[config.mk]
export PLATFORM = sky130hd
export DESIGN_NAME = hist_regfile
export DESIGN_NICKNAME = d
export VERILOG_FILES = /design/src/rtl/hb_pkg.sv /design/src/rtl/hb_regfile.sv /design/src/rtl/hb_buffer.sv /design/src/rtl/hist_regfile.sv
export SDC_FILE = /design/constraint.sdc
export NUM_CORES = 2
export LEC_CHECK = 0
export BUFFER_PORTS_ARGS = -buffer_cell sky130_fd_sc_hd__buf_4
export CORE_MARGIN = 1
export CORE_UTILIZATION = 45
export CTS_CLUSTER_SIZE = 12
export DETAILED_ROUTE_END_ITERATION = 10
export SLEW_MARGIN = 20
export SYNTH_ARGS = -nofsm -noshare
export SYNTH_HDL_FRONTEND = slang
export SYNTH_SLANG_ARGS = --single-unit
[constraint.sdc]
create_clock -name clk -period 6.3 [get_ports clk]
set_clock_uncertainty 0.05 [all_clocks]
set_input_delay 0.315 -clock clk [delete_from_list [all_inputs] [get_ports clk]]
set_output_delay 0.315 -clock clk [all_outputs]
set_load 0.1 [all_outputs]
[src/rtl/hb_pkg.sv]
package hb_pkg;

    typedef enum logic {
        PH_IDLE = 1'b0,
        PH_UNDO = 1'b1
    } hb_phase_e;

    // True when tag a is the same as or later than tag b in a window of 2**w
    function automatic logic tag_at_or_after(input logic [7:0] a,
                                             input logic [7:0] b,
                                             input int w);
        logic [7:0] diff;
        diff = a - b;
        return ~diff[w-1];
    endfunction

endpackage

[src/rtl/hb_regfile.sv]
module hb_regfile #(
    parameter int NREG   = 32,
    parameter int DATA_W = 32,
    parameter int IDX_W  = 5
) (
    input  logic              clk,
    input  logic              rst_n,
    input  logic              we,
    input  logic [IDX_W-1:0]  widx,
    input  logic [DATA_W-1:0] wdata,
    input  logic [IDX_W-1:0]  ra0,
    input  logic [IDX_W-1:0]  ra1,
    input  logic [IDX_W-1:0]  ra2,
    output logic [DATA_W-1:0] rd0,
    output logic [DATA_W-1:0] rd1,
    output logic [DATA_W-1:0] rd2
);

    logic [DATA_W-1:0] regs_q [NREG];
    logic [DATA_W-1:0] regs_d [NREG];

    always_comb begin
        regs_d = regs_q;
        if (we) begin
            regs_d[widx] = wdata;
        end
    end

    always_ff @(posedge clk) begin
        if (!rst_n) begin
            for (int i = 0; i < NREG; i++) begin
                regs_q[i] <= '0;
            end
        end else begin
            regs_q <= regs_d;
        end
    end

    assign rd0 = regs_q[ra0];
    assign rd1 = regs_q[ra1];
    assign rd2 = regs_q[ra2];

endmodule

[src/rtl/hb_buffer.sv]
module hb_buffer
    import hb_pkg::*;
#(
    parameter int DEPTH  = 8,
    parameter int IDX_W  = 5,
    parameter int DATA_W = 32,
    parameter int TAG_W  = 4,
    parameter int PW     = 3
) (
    input  logic              clk,
    input  logic              rst_n,
    input  logic              push,
    input  logic [IDX_W-1:0]  push_idx,
    input  logic [DATA_W-1:0] push_old,
    input  logic [TAG_W-1:0]  push_tag,
    input  logic              commit_en,
    input  logic [TAG_W-1:0]  commit_tag,
    input  logic              exc_en,
    input  logic [TAG_W-1:0]  exc_tag,
    output logic              full,
    output logic              busy,
    output logic [PW:0]       occ,
    output logic              undo_we,
    output logic [IDX_W-1:0]  undo_idx,
    output logic [DATA_W-1:0] undo_data
);

    typedef struct packed {
        logic              vld;
        logic [IDX_W-1:0]  idx;
        logic [DATA_W-1:0] old;
        logic [TAG_W-1:0]  tag;
    } ent_t;

    typedef struct packed {
        ent_t [DEPTH-1:0]  ent;
        logic [PW-1:0]     head;
        logic [PW-1:0]     tail;
        logic [PW-1:0]     ptr;
        logic [PW:0]       occ;
        hb_phase_e         phase;
        logic [TAG_W-1:0]  fault;
        logic [TAG_W-1:0]  safe_tag;
        logic              safe_vld;
        logic              trim;
    } st_t;

    st_t  s_d, s_q;
    ent_t hd, cur;
    logic pop, hit;

    always_comb begin
        s_d       = s_q;
        undo_we   = 1'b0;
        undo_idx  = '0;
        undo_data = '0;
        pop       = 1'b0;
        hit       = 1'b0;
        hd        = s_q.ent[s_q.head];
        cur       = s_q.ent[s_q.ptr];

        case (s_q.phase)
            PH_IDLE: begin
                if (exc_en) begin
                    if (s_q.occ != '0) begin
                        s_d.phase = PH_UNDO;
                        s_d.ptr   = s_q.tail - PW'(1);
                        s_d.fault = exc_tag;
                        s_d.trim  = 1'b1;
                    end
                end else begin
                    pop = (s_q.occ != '0) &&
                          (!hd.vld || (s_q.safe_vld &&
                           tag_at_or_after(8'(s_q.safe_tag), 8'(hd.tag), TAG_W)));
                    if (push) begin
                        s_d.ent[s_q.tail] = '{vld: 1'b1, idx: push_idx,
                                              old: push_old, tag: push_tag};
                        s_d.tail = s_q.tail + PW'(1);
                    end
                    if (pop) begin
                        s_d.ent[s_q.head].vld = 1'b0;
                        s_d.head = s_q.head + PW'(1);
                    end
                    s_d.occ = s_q.occ + {{PW{1'b0}}, push} - {{PW{1'b0}}, pop};
                end
            end
            PH_UNDO: begin
                hit = cur.vld && tag_at_or_after(8'(cur.tag), 8'(s_q.fault), TAG_W);
                if (hit) begin
                    undo_we   = 1'b1;
                    undo_idx  = cur.idx;
                    undo_data = cur.old;
                    s_d.ent[s_q.ptr].vld = 1'b0;
                end
                if (s_q.trim && (hit || !cur.vld)) begin
                    s_d.tail = s_q.ptr;
                    s_d.occ  = s_q.occ - (PW+1)'(1);
                end else begin
                    s_d.trim = 1'b0;
                end
                if (s_q.ptr == s_q.head) begin
                    s_d.phase = PH_IDLE;
                end
                s_d.ptr = s_q.ptr - PW'(1);
            end
            default: s_d.phase = PH_IDLE;
        endcase

        if (commit_en) begin
            s_d.safe_tag = commit_tag;
            s_d.safe_vld = 1'b1;
        end
    end

    always_ff @(posedge clk) begin
        if (!rst_n) begin
            s_q <= '0;
        end else begin
            s_q <= s_d;
        end
    end

    assign full = (s_q.occ == (PW+1)'(DEPTH));
    assign busy = (s_q.phase == PH_UNDO);
    assign occ  = s_q.occ;

endmodule

[src/rtl/hist_regfile.sv]
module hist_regfile #(
    parameter int NREG   = 32,
    parameter int DATA_W = 32,
    parameter int TAG_W  = 4,
    parameter int DEPTH  = 8
) (
    input  logic                     clk,
    input  logic                     rst_n,
    input  logic                     wr_en,
    input  logic [$clog2(NREG)-1:0]  wr_idx,
    input  logic [DATA_W-1:0]        wr_data,
    input  logic [TAG_W-1:0]         wr_tag,
    input  logic [$clog2(NREG)-1:0]  rd0_idx,
    output logic [DATA_W-1:0]        rd0_data,
    input  logic [$clog2(NREG)-1:0]  rd1_idx,
    output logic [DATA_W-1:0]        rd1_data,
    input  logic                     commit_en,
    input  logic [TAG_W-1:0]         commit_tag,
    input  logic                     exc_en,
    input  logic [TAG_W-1:0]         exc_tag,
    output logic                     stall,
    output logic                     busy
);

    localparam int IDX_W = $clog2(NREG);
    localparam int PW    = $clog2(DEPTH);

    logic              full, push;
    logic [PW:0]       occ;
    logic              undo_we;
    logic [IDX_W-1:0]  undo_idx;
    logic [DATA_W-1:0] undo_data;
    logic [DATA_W-1:0] prior;
    logic              rf_we;
    logic [IDX_W-1:0]  rf_idx;
    logic [DATA_W-1:0] rf_data;

    assign stall   = full | busy;
    assign push    = wr_en & ~stall & ~exc_en;
    assign rf_we   = undo_we | push;
    assign rf_idx  = undo_we ? undo_idx  : wr_idx;
    assign rf_data = undo_we ? undo_data : wr_data;

    hb_regfile #(.NREG(NREG), .DATA_W(DATA_W), .IDX_W(IDX_W)) u_rf (
        .clk   (clk),
        .rst_n (rst_n),
        .we    (rf_we),
        .widx  (rf_idx),
        .wdata (rf_data),
        .ra0   (rd0_idx),
        .ra1   (rd1_idx),
        .ra2   (wr_idx),
        .rd0   (rd0_data),
        .rd1   (rd1_data),
        .rd2   (prior)
    );

    hb_buffer #(.DEPTH(DEPTH), .IDX_W(IDX_W), .DATA_W(DATA_W),
                .TAG_W(TAG_W), .PW(PW)) u_log (
        .clk        (clk),
        .rst_n      (rst_n),
        .push       (push),
        .push_idx   (wr_idx),
        .push_old   (prior),
        .push_tag   (wr_tag),
        .commit_en  (commit_en),
        .commit_tag (commit_tag),
        .exc_en     (exc_en),
        .exc_tag    (exc_tag),
        .full       (full),
        .busy       (busy),
        .occ        (occ),
        .undo_we    (undo_we),
        .undo_idx   (undo_idx),
        .undo_data  (undo_data)
    );

endmodule

==> impl_metrics.csv <==
group,metric,value,unit
clock_tree,insertion_delay,0.82,ns
timing,hold_violations,0,
clock_tree,clk_pin_slew,0.06,ns
clock_tree,cts_tree,"done",
floorplanning,die_w,413.1,µm
critical_path,slowest_delay,0.67,ns
layout,drive_above_1_share,26.07,%
clock_tree,cts_max_level,4,
layout,nNetsFinal,6480,
detailed_routing,wirelength,252800,µm
worst_hold_path,hold_path_depth,5,
detailed_routing,ant_nets,0,
pwr,ir_drop,235.0,µV
critical_path,end_kind,"register",
global_routing,first_global_vias,55780,
clock_tree,cts_setup_buffers,0,
timing,fmax,0.1878,GHz
place,port_buffers,129,
global_routing,grt_pass1_wl,372800,µm
place,post_dp_cell_area,0.07904,mm²
critical_path,rr_worst_depth,15,
logic_synthesis,synth_flop_cell,"dfxtp_1",
worst_hold_path,hp-class,"in -> reg",
worst_hold_path,min_to,"u_rf.regs_q[358]$_SDFFE_PN0P_",
critical_path,r2r_end,"u_rf.regs_q[787]$_SDFFE_PN0P_",
timing,final.period_utilization,84.54,%
clock_tree,cts_root_buf,"clkbuf_16",
pwr,p_leak,32.55,nW
clock_tree,clock_sinks,1384,
critical_path,worstSetupStartpointType,"register",
timing,setup-violations-final,0,
outcome,status,"complete, no violations",
logic_synthesis,syn_nets,6707,
floorplanning,pin_count,130,
floorplanning,coreArea,0.1674,mm²
timing,setup_tns,0,ns
layout,syn_to_final_growth,11.03,%
timing,max_slew_margin,21.49,%
critical_path,required,6.93,ns
clock_tree,numCtsBuffers,157,
global_routing,grt_max_degree,219,
floorplanning,rows,150,
critical_path,crit_type,"reg -> reg",
place,hpwl,146600,µm
global_routing,grt_usage,29.40,%
floorplanning,die_area,0.1706,mm²
timing,finalHoldWorstSlack,0.1657,ns
logic_synthesis,syn-cell-area,0.07605,mm²
critical_path,cp_max_fo,24,
detailed_routing,via_per_inst,6.458,
clock_tree,ctsResizeCount,0,
critical_path,cp_data_arrival_time,5.96,ns
timing,slew_violations,0,
detailed_routing,drtIter0Drc,6850,
floorplanning,start_util,45.42,%
detailed_routing,drc,0,
pwr,p_total,21.80,mW
critical_path,crit_chain,"nand2b_1 > nor2_1 > a32o_1 > a221oi_1 > nand3_1 > ha_1 > nand3_1 > a21oi_1 > a221o_1 > a211o_1 > a21oi_4 > a32o_1 > nand2_4 > buf_4 > mux2i_1",
floorplanning,fp.dieH,413.1,µm
logic_synthesis,synth_area_per_cell,11.48,µm²
place,place.gp.congestion,0.8620,
critical_path,regToRegSetupSlack,0.97,ns
run,maxCapViolCount,0,
logic_synthesis,synth_enable_flop_cells,0,
pwr,powerDensity,258.1,mW/mm²
timing,period_needed,5.326,ns
critical_path,cp_num_buf_inv,1,
global_routing,antenna_found_initial,3,
timing,worst_slew_pin_slew,1.145,ns
critical_path,crit_slowest_cell,"a32o_1",
global_routing,overflow,0,
logic_synthesis,ys_seq_area_share,36.43,%
layout,final_area,0.08443,mm²
clock_tree,clockBufferDepth,3,
logic_synthesis,synth.distinct_cells,65,
logic_synthesis,synth_seq_cells,1384,
critical_path,r2r-start,"u_log.s_q[17]$_SDFFE_PN0P_",
logic_synthesis,synth_cells,6626,
critical_path,crit_family,"compound AO/OA/AOI/OAI gates",
timing,rsz0062_at_grt,"no",
detailed_routing,vias,56360,
worst_hold_path,hp-start,"wr_data[6]",
logic_synthesis,synth_warnings,0,
detailed_routing,wl_per_cell,28.96,µm
logic_synthesis,async_reset_ff_share,0,%
detailed_routing,firstDrtPassIters,6,
[cell usage in the layout, fill, tap and decap left out, types with 6 or more instances in the layout]
cell and n:
clkbuf_1 40, nand2_1 1259, ha_1 16, a211oi_1 258
a221oi_1 10, nor2b_1 12, nor3_1 17, nand2b_1 7
o21ai_0 34, mux2_2 111, nand2_4 21, buf_12 47
clkinv_2 23, nor2_4 11, buf_8 7, a31oi_1 6
mux2i_1 1108, inv_1 18, o221ai_1 19, a21oi_1 118
o22ai_1 75, dfxtp_1 1381, clkbuf_8 38, nand3b_1 7
mux2i_2 8, buf_4 244, nor4_1 10, or3_1 6
dlygate4sd3_1 25, nor2_1 321, mux4_2 977, clkbuf_16 159
nand3_1 18
[worst max path at each step]
stage / startpoint / to / slack, ns / depth (start not counted)
final: u_log.s_q[17]$_SDFFE_PN0P_ / u_rf.regs_q[787]$_SDFFE_PN0P_ / 0.97 / 15
after global routing: u_log.s_q[17]$_SDFFE_PN0P_ / u_rf.regs_q[787]$_SDFFE_PN0P_ / 0.78 / 15
after CTS: u_log.s_q[17]$_SDFFE_PN0P_ / u_rf.regs_q[797]$_SDFFE_PN0P_ / 1.05 / 15
after detailed placement: u_log.s_q[17]$_SDFFE_PN0P_ / u_rf.regs_q[797]$_SDFFE_PN0P_ / 1.07 / 15
after global placement: u_log.s_q[17]$_SDFFE_PN0P_ / u_rf.regs_q[785]$_SDFFE_PN0P_ / 1.11 / 15
after floorplan: u_log.s_q[15]$_SDFFE_PN0P_ / u_rf.regs_q[1018]$_SDFFE_PN0P_ / 1.38 / 21
[worst min-delay path, stage by stage]
cell     delay, ns
buf_4         0.09
mux2_2        0.13
nand2_1       0.04
buf_4         0.24
mux2i_1       0.16
[final cells by class]
class	instances	area, µm²
diodes	2	5.005
clock buffers	237	4652
clock inverters	44	466.7
fillers	14710	82980
inverters	21	86.33
multi-input cells	4507	45570
flip-flops and latches	1384	27720
well taps	2204	2758
repair buffers	328	3184
[Yosys cell counts, types with 75 or more instances]
library cell / n / area, µm²
a211oi_1: 258 / 1937
a21oi_1: 118 / 590.6
buf_1: 106 / 397.9
buf_2: 88 / 440.4
clkbuf_1: 470 / 1764
dfxtp_1: 1384 / 27710
mux2_2: 111 / 1250
mux2i_1: 1116 / 11170
mux4_2: 977 / 22000
nand2_1: 1273 / 4778
nor2_1: 322 / 1209
o22ai_1: 75 / 469.2
[power by group]
group	switching, mW	internal, mW
Combinational	2.22	1.22
Sequential	0.240	8.93
Clock	3.88	5.31
[registers in the layout, indices dropped and copies added (netlist names)]
signal / cells
u_rf.regs_q: 1024
u_log.s_q: 355
u_log.busy: 1
u_log.occ: 4
[logic make-up after synthesis]
logic type,synth area share (%)
flops,36.43
xor+xnor,0.1004
mux,45.27
buf+inv,4.024
simple gates,8.867
fa+ha+maj,0.2896
compound gates,5.017
[what timing repair did]
action / in CTS / in global routing
endpoints found under the setup margin: 0 / 0
endpoints found under the hold margin: 122 / 0
hold buffers: 25 / 0
[through the flow]
step,util (%),worst slack [ns],std cells
global route,50.43,0.7759,8726
CTS,50.42,1.051,8725
global placement,47.20,1.113,8419
floorplan,-,1.383,6626
finish,50.43,0.9738,8727
detailed placement,47.21,1.067,8419
[per-layer routing]
metal	wire length, µm	vias to the layer above	global-route usage [%]
li1	-	24310	-
met1	104300	29050	39.94
met2	118200	2438	46.74
met3	19630	554	4.693
met4	10700	0	12.04
met5	0	-	0
(Power assumes the default switching activity.)
